<file path="config.mk">
export PLATFORM = sky130hd
export DESIGN_NAME = ndiv_ramp_ctrl
export DESIGN_NICKNAME = d
export VERILOG_FILES = /design/src/rtl/ndiv_ramp_ctrl.sv
export SDC_FILE = /design/constraint.sdc
export NUM_CORES = 1
export LEC_CHECK = 0
export BUFFER_PORTS_ARGS = -buffer_cell sky130_fd_sc_hd__clkbuf_2
export CORE_UTILIZATION = 47
export DETAILED_ROUTE_END_ITERATION = 8
export PLACE_DENSITY = 0.76
export SYNTH_ARGS = -nofsm -noshare
export SYNTH_HDL_FRONTEND = slang
export SYNTH_SLANG_ARGS = --single-unit
</file>
<file path="constraint.sdc">
create_clock -name clk -period 1.44 [get_ports clk]
set_input_delay 0.144 -clock clk [delete_from_list [all_inputs] [get_ports clk]]
set_output_delay 0.144 -clock clk [all_outputs]
set_load 0.005 [all_outputs]
</file>
<file path="src/rtl/ndiv_ramp_ctrl.sv">
module ndiv_ramp_ctrl #(
  parameter int NW = 8,
  parameter int SW = 8,
  parameter int POLLS = 500,
  parameter logic [SW-1:0] STEP_A = 8'h2B,
  parameter logic [SW-1:0] STEP_B = 8'h0B,
  parameter logic [NW-1:0] N_RST = 8'd40
) (
  input  logic          clk,
  input  logic          rst_n,
  input  logic          us_tick,
  input  logic          req_valid,
  input  logic [NW-1:0] req_n,
  input  logic [NW-1:0] cur_n,
  input  logic          ramp_done_async,
  output logic [SW-1:0] step_a,
  output logic [SW-1:0] step_b,
  output logic          slow_en,
  output logic          ramp_en,
  output logic [NW-1:0] n_coef,
  output logic          busy,
  output logic          res_valid,
  output logic          res_timeout
);
  localparam int CW = $clog2(POLLS + 1);

  typedef enum logic [2:0] {
    S_IDLE, S_CFG, S_SLOW, S_WRN, S_SETTLE, S_POLL, S_EXIT, S_REPORT
  } st_t;

  st_t           st;
  logic [1:0]    sync_q;
  logic [NW-1:0] tgt;
  logic [CW-1:0] polls;
  logic          to_q;
  wire           done_s = sync_q[1];

  assign busy = (st != S_IDLE);

  always_ff @(posedge clk or negedge rst_n) begin
    if (!rst_n) sync_q <= '0;
    else        sync_q <= {sync_q[0], ramp_done_async};
  end

  always_ff @(posedge clk or negedge rst_n) begin
    if (!rst_n) begin
      st          <= S_IDLE;
      tgt         <= '0;
      polls       <= '0;
      to_q        <= 1'b0;
      step_a      <= '0;
      step_b      <= '0;
      slow_en     <= 1'b0;
      ramp_en     <= 1'b0;
      n_coef      <= N_RST;
      res_valid   <= 1'b0;
      res_timeout <= 1'b0;
    end else begin
      res_valid <= 1'b0;
      case (st)
        S_IDLE: if (req_valid) begin
          tgt <= req_n;
          if (req_n == cur_n) begin
            to_q <= 1'b0;
            st   <= S_REPORT;
          end else begin
            st <= S_CFG;
          end
        end
        S_CFG: begin
          step_a <= STEP_A;
          step_b <= STEP_B;
          st     <= S_SLOW;
        end
        S_SLOW: begin
          slow_en <= 1'b1;
          st      <= S_WRN;
        end
        S_WRN: begin
          n_coef <= tgt;
          st     <= S_SETTLE;
        end
        S_SETTLE: if (us_tick) begin
          ramp_en <= 1'b1;
          polls   <= '0;
          st      <= S_POLL;
        end
        S_POLL: if (us_tick) begin
          if (done_s) begin
            to_q <= 1'b0;
            st   <= S_EXIT;
          end else if (polls == CW'(POLLS - 1)) begin
            to_q <= 1'b1;
            st   <= S_EXIT;
          end else begin
            polls <= polls + 1'b1;
          end
        end
        S_EXIT: begin
          slow_en <= 1'b0;
          ramp_en <= 1'b0;
          st      <= S_REPORT;
        end
        S_REPORT: begin
          res_valid   <= 1'b1;
          res_timeout <= to_q;
          st          <= S_IDLE;
        end
        default: st <= S_IDLE;
      endcase
    end
  end
endmodule

</file>
==> summary.md, run 1 <==
| Metric | Value |
|---|---|
| Mapped Cells | 160 |
| DRT antenna net count | 0 |
| Max clock buf depth | 2 |
| DP HPWL | between 2000 and 3000 um |
| Pins Over Slew Limit | 0 |
| Critical Path Slowest Stage Cell | or3_4 |
| R2r worst-path depth | 3 |
| VDD IR max | 0.996 mV |
| Pre-antenna DRT Iters | 4 |
| # IOs | 50 |
| Layout area overhead | 29.0% |
| Fin util | between 60% and 70% |
| Endpoint class of the critical path | output port |
| Pwr Density | 1780 mW/mm2 |
| Hold WC Path Type | input port to flip-flop |
| Mapped cell area | approximately 0.0018 mm2 |
| Die area | ~0.004 mm2 |
| Layout Cells excl Fill | 269 |
| Placer's final routability congestion estimate | 0.801 |
| Sequential area share after synthesis | 49.7% |
| CTS H-Tree Depth | 2 |
| Status | complete, but fails checks |
| Total power | 4.17 mW |
| Clock root cell | clkbuf_8 |
| Final min period | 1.50 ns |
| P_leak | 1.16 nW |
| Port Buffers | 40 |
| Clk_skew | 0.00551 ns |
| First-pass GRT wire length | approximately 6000 um |
| Core Footprint | 0.00369 mm2 |
| DRC violations left | 0 |
| Failing checks | negative setup slack |
| Mean area per synthesized cell | 11.4 um2 |
| GRT Overall Usage | 19.8% |
| Hold Path Stages | 2 |
| Layout cell share with drive strength beyond 1 | 48.0% |
| Setup ws final | -0.0607 ns |
| Initial antenna violation count | 0 |
| Design area | 0.00234 mm2 |
| FF+latch count, synth | 36 |
| RSZ-0062 raised after global routing | yes |
| Routed vias/inst | 5.02 |
| Tcrit/Tclk final | 104% |
| Placed Cells | roughly 260 |
| Max_cap viols | 0 |
| Total Routed Length | 3560 um |
| Kind of critical path | flip-flop to output port |
| Die Wd | 64.2 um |
| Placed Area | 0.00211 mm2 |
| Fillers | 326 |
| Critical Path Fanout Max | 3 |
| Vias | ~1,400 |
| CP Launch Type | flip-flop |
| Total CTS buffers | 5 |
| Hold Vio Cnt, Final | 0 |
| # diodes | 0 |
| CP peak stage delay | roughly 0.43 ns |
| Largest net degree at the start of global routing | 37 |
| Count of distinct cell types in the synthesized netlist | 41 |
| Initial core utilization | 49.3% |
| Reg clk slew, reported paths | approximately 0.07 ns |
| Max Freq | 0.666 GHz |
| Grt ovf | 0 |
| YS warnings | 0 |
| CTS tree | yes |
| Endpoints failing setup | 12 |
| Layout Nets | 242 |
| Std-Cell Rows | 22 |
| # clock sinks | 36 |
| Clock Latency Late Sink | 0.29 ns |
| Die Y | 64.2 um |
| Crit-path cells | or3_4, buf_6, clkbuf_2 |
| WL/cell | 13.2 um |
| Critical Path RT | roughly 1.3 ns |
| Arrival @ worst endpoint | 1.36 ns |
| Number of global-route vias before repair | around 1,400 |
| Violation count after the first detailed-route iteration | about 110 |
worst max-delay path, delay by kind of cell, from the launching register on:
kind / cells / cell delay [ns]
buffers and inverters: 2 / 0.25
DFF: 1 / 0.38
and+or+nand+nor: 1 / 0.43
path summary, 6_finish.rpt:
path,startpoint,to,slack (ns)
worst max-delay path,st[0]$_DFFE_PN0P_,busy,-0.06
worst min-delay path,req_n[0],tgt[0]$_DFFE_PN0P_,0.12
worst max register to register,st[0]$_DFFE_PN0P_,tgt[2]$_DFFE_PN0P_,-0.05
worst min register to register,sync_q[0]$_DFF_PN0_,sync_q[1]$_DFF_PN0_,0.35
max in group asynchronous,rst_n,n_coef[3]$_DFFE_PN1P_,0.68
min in group asynchronous,rst_n,polls[6]$_DFFE_PN0P_,0.42
registers in the layout (all words and copies together), names as in the netlist:
name,count
n_coef,8
step_b,1
to_q,1
polls,9
res_timeout,1
slow_en,1
tgt,8
res_valid,1
st,3
sync_q,2
ramp_en,1
per-layer routing:
metal	vias up	track usage, %	wire length [um]
met4	0	6.67	48
met5	-	0	0
met2	49	32.0	1680
li1	649	-	-
met3	4	5.36	181
met1	649	25.5	1650
power breakdown:
group          internal [mW]  total [mW]  switching, mW
logic                  0.999        1.78          0.778
registers               1.39        1.61          0.216
clock network          0.436       0.788          0.351
Yosys cell counts, drive strengths merged:
cell type | count | area (um2)
xnor2 | 11 | 96.3
a31o | 1 | 8.76
nand2 | 10 | 37.5
a31oi | 1 | 6.26
dfstp | 2 | 52.6
nand3b | 1 | 20.0
nor2b | 1 | 6.26
and4 | 1 | 8.76
a21o | 3 | 22.5
mux2i | 1 | 10.0
nand3 | 4 | 20.0
xor2 | 1 | 8.76
a211o | 1 | 8.76
nand2b | 1 | 6.26
or2 | 1 | 6.26
buf | 19 | 145
o31ai | 1 | 7.51
a22oi | 1 | 12.5
ha | 1 | 12.5
o22ai | 3 | 18.8
and3 | 2 | 12.5
a22o | 1 | 8.76
or3 | 2 | 12.5
inv | 6 | 22.5
o22a | 1 | 8.76
a41o | 1 | 10.0
dfrtp | 34 | 851
a21oi | 4 | 20.0
nand4 | 3 | 18.8
nor2 | 11 | 57.6
o211ai | 1 | 7.51
mux2 | 18 | 203
conb | 1 | 3.75
nor3 | 4 | 31.3
o21ai | 6 | 33.8
timing repair:
action / CTS / global route
hold buffers: 2 / 0
gates resized for setup: 11 / 14
hold endpoints to repair: 35 / 0
endpoints found under the setup margin: 17 / 25
buffers inserted: 0 / 3
pin swaps: 3 / 9
area by class of cell:
type	count	area (um2)	share of cell area, %
clock buffers	8	100	4.27
inverters	6	22.5	0.961
multi-input cells	107	860	36.7
flip-flops and latches	36	905	38.6
well taps	48	60.1	2.56
repair buffers	64	397	16.9
per-stage QoR:
stage                     hold slack, ns  TNS [ns]  setup WS, ns
after floorplan                   -0.152     -1.33        -0.147
after global placement             0.201    -0.528       -0.0494
after detailed placement           0.209    -0.927       -0.0875
after CTS                          0.107    -0.334       -0.0691
after global routing               0.110     -1.35        -0.119
final                              0.116    -0.477       -0.0607
cell usage in the layout (no fill, tap or decap), types with 2 or more instances in the layout:
cell	n
a21o_1	3
a21oi_1	2
nand2_1	10
o21ai_0	4
nand3_2	2
dfrtp_1	33
conb_1	9
inv_1	6
buf_4	19
a21oi_2	2
nand3_1	2
and3_1	2
dfstp_2	2
mux2_4	12
nor3_1	2
buf_6	3
mux2_2	6
nor2_1	10
clkbuf_8	7
clkbuf_2	40
dlygate4sd3_1	2
o22ai_1	2
xnor2_1	11
nand4_1	3
logic make-up (layout without fill, tap and decap cells):
kind of cell / Yosys count / in the layout / synth area share (%)
mux: 19 / 19 / 11.7
compound gates: 25 / 25 / 9.57
flops: 36 / 36 / 49.7
xor+xnor: 12 / 12 / 5.79
simple gates: 41 / 41 / 13.1
fa+ha+maj: 1 / 1 / 0.689
buf+inv: 25 / 78 / 9.23
other cells: 1 / 9 / 0.206
No activity file was read; power rests on OpenSTA's default activity.
==> inputs of run 2 (changes only) <==
--- a/config.mk
+++ b/config.mk
@@ -6,9 +6,10 @@
 export NUM_CORES = 1
 export LEC_CHECK = 0
 export BUFFER_PORTS_ARGS = -buffer_cell sky130_fd_sc_hd__clkbuf_2
-export CORE_UTILIZATION = 47
+export CORE_ASPECT_RATIO = 0.5
+export CORE_UTILIZATION = 45
 export DETAILED_ROUTE_END_ITERATION = 8
-export PLACE_DENSITY = 0.76
+export PLACE_DENSITY = 0.73
 export SYNTH_ARGS = -nofsm -noshare
 export SYNTH_HDL_FRONTEND = slang
 export SYNTH_SLANG_ARGS = --single-unit
==> run 2 against run 1 <==
  * The run still ends with negative setup slack left
  * Hold slack better by 0.0050 ns
  * Die area grew 4.7%
  * Register-to-register slack worse by 0.04 ns
  * Critical endpoint is now tgt[1]$_DFFE_PN0P_
  * Critical path type is now flip-flop to flip-flop
  * Design area rose by 0.16%
==> summary.md, run 2 (same netlist as run 1, synthesis figures left out) <==
| Metric | Value |
|---|---|
| Placed Area | 0.00212 mm2 (+0.41%) |
| Max clock buf depth | 2 (unchanged) |
| Endpoint class of the critical path | flip-flop |
| CP Launch Type | flip-flop |
| Max FFs per register | 9 (unchanged) |
| Port Buffers | 40 (unchanged) |
| Die Y | 46.9 um (-27%) |
| Routed vias/inst | 4.88 (-2.8%) |
| Max_cap viols | 0 (unchanged) |
| Hold Vio Cnt, Final | 0 (unchanged) |
| Critical Path RT | 1.61 ns (+0.31 ns) |
| DRT antenna net count | 0 (unchanged) |
| Hold WC Path Type | input port to flip-flop |
| VDD IR max | 1.10 mV (+11%) |
| Biggest register | polls |
| Tcrit/Tclk final | 106% (+1.8 points) |
| Max Freq | 0.655 GHz (-1.7%) |
| Clock Latency Late Sink | 0.28 ns (about the same) |
| Met3 GRT Util | 4.85% (-0.50 points) |
| Layout Nets | 244 (+0.83%) |
| Pre-antenna DRT Iters | 4 (unchanged) |
| Most Crowded Layer GR | met2 |
| Final min period | 1.53 ns (+0.0256 ns) |
| Number of global-route vias before repair | 1,160 (-15%) |
| Placer's final routability congestion estimate | 0.789 (-1.6%) |
| Most frequent cells in the layout | clkbuf_2, dfrtp_1, buf_4, mux2_2, xnor2_1 |
| RSZ-0062 raised after global routing | yes |
| Total power | 4.15 mW (-0.41%) |
| Vias | 1,337 (-1.0%) |
| Initial core utilization | 49.9% (+0.64 points) |
| WL/cell | 13.2 um (-0.20%) |
| First-pass GRT wire length | 5480 um (-11%) |
| Layout cell share with drive strength beyond 1 | 47.5% (-0.43 points) |
| Std-Cell Rows | 15 (-32%) |
| # clock sinks | 36 (unchanged) |
| Top flop regs | polls: 9 flops, n_coef: 8 flops, tgt: 8 flops |
| DP HPWL | 2560 um (-2.3%) |
| Total CTS buffers | 5 (unchanged) |
| DRC violations left | 0 (unchanged) |
| Clock root cell | clkbuf_8 |
| Grt ovf | 0 (unchanged) |
| Pre-CTS setup slack | -0.123 ns (-0.0360 ns) |
| Final setup TNS | -0.608 ns (-0.132 ns) |
| P_leak | 1.15 nW (-0.49%) |
| Pwr Density | 1770 mW/mm2 (-0.57%) |
| Status | complete, but fails checks |
| GR Util met2 | 29.1% (-2.9 points) |
| Violation count after the first detailed-route iteration | 37 (-65%) |
| Core Footprint | 0.00364 mm2 (-1.3%) |
| Most common cell after layout, fill and taps aside | clkbuf_2 |
| Kind of critical path | flip-flop to flip-flop |
| Pins Over Slew Limit | 0 (unchanged) |
| Largest net degree at the start of global routing | 37 (unchanged) |
| Critical Path Fanout Max | 8 (+5) |
| GRT Overall Usage | 17.2% (-2.6 points) |
| CTS H-Tree Depth | 2 (unchanged) |
| Endpoints failing setup | 13 (+1) |
| Setup ws final | -0.0863 ns (-0.0256 ns) |
| Reg clk slew, reported paths | 0.07 ns (about the same) |
| Die area | 0.00431 mm2 (+4.7%) |
| Initial antenna violation count | 0 (unchanged) |
| # IOs | 50 (unchanged) |
| Design area | 0.00235 mm2 (+0.16%) |
| Arrival @ worst endpoint | 1.70 ns (+0.34 ns) |
| Layout area overhead | 29.2% |
| Failing checks | negative setup slack |
| Total Routed Length | 3620 um (+1.7%) |
| # diodes | 0 (unchanged) |
| Die Wd | 91.9 um (+43%) |
| Met1 Usage GRT | 22.2% (-3.3 points) |
| Clk_skew | 0.00529 ns (-0.000215 ns) |
| CTS tree | yes |
[run 2: cell count changes in the layout (fill, tap and decap cells not counted), moves of 2 or more]
cell	previous run	this run
buf_4	19	22
buf_6	3	1
clkbuf_8	7	5
mux2_2	6	11
mux2_4	12	7
o21ai_0	4	2
o21ai_1	1	3
[run 2: cell type report]
cell class | instances | area [um2]
Fill cell | 283 | 1290
Sequential cell | 36 | 903
Clock buffer | 6 | 72.6
Inverter | 6 | 22.5
Multi-Input combinational cell | 107 | 833
Tap cell | 51 | 63.8
Timing Repair Buffer | 66 | 417
Clock inverter | 2 | 35.0
[run 2: report_power, final]
| part | switching [mW] | total, mW | leakage (nW) | internal [mW] |
|---|---|---|---|---|
| sequential | 0.189 | 1.58 | 0.446 | 1.39 |
| clock | 0.348 | 0.862 | 0.0552 | 0.514 |
| combinational | 0.765 | 1.72 | 0.653 | 0.950 |
[run 2: final timing paths]
kind	start	end	slack, ns	depth (start not counted)
min in group asynchronous	rst_n	tgt[4]$_DFFE_PN0P_	0.44	3
worst max register to register	st[1]$_DFFE_PN0P_	tgt[1]$_DFFE_PN0P_	-0.09	3
max in group asynchronous	rst_n	n_coef[3]$_DFFE_PN1P_	0.65	3
worst min register to register	sync_q[0]$_DFF_PN0_	sync_q[1]$_DFF_PN0_	0.36	0
worst min-delay path	req_n[4]	tgt[4]$_DFFE_PN0P_	0.12	2
worst max-delay path	st[1]$_DFFE_PN0P_	tgt[1]$_DFFE_PN0P_	-0.09	3
[run 2: routing by layer]
| layer | part of all wire, % | vias to the layer above |
|---|---|---|
| met5 | 0 | - |
| met4 | 0.58 | 0 |
| met3 | 2.5 | 2 |
| met2 | 47 | 32 |
| met1 | 50 | 650 |
| li1 | - | 653 |
[run 2: per-stage QoR]
| stage | instances | hold slack (ns) | util, % |
|---|---|---|---|
| 3_5_place_dp | 259 | 0.213 | 58.2 |
| 5_1_grt | 274 | 0.116 | 64.5 |
| 4_1_cts | 270 | 0.115 | 62.7 |
| 2_1_floorplan | 168 | -0.152 | - |
| 6_report | 274 | 0.121 | 64.5 |
| 3_3_place_gp | 259 | 0.203 | 58.2 |
[run 2: critical path, stage by stage, from the launching register on]
cell and delay, ns:
dfrtp_1 0.39, or3_4 0.45, nor2_8 0.21, mux2_2 0.36
[run 2: what timing repair did]
action / CTS / global route
gates cloned: 0 / 0
buffers inserted: 1 / 4
hold buffers: 2 / 0
pin swaps: 7 / 6
setup endpoints to repair: 17 / 19
endpoints found under the hold margin: 35 / 0
gates resized for setup: 8 / 10
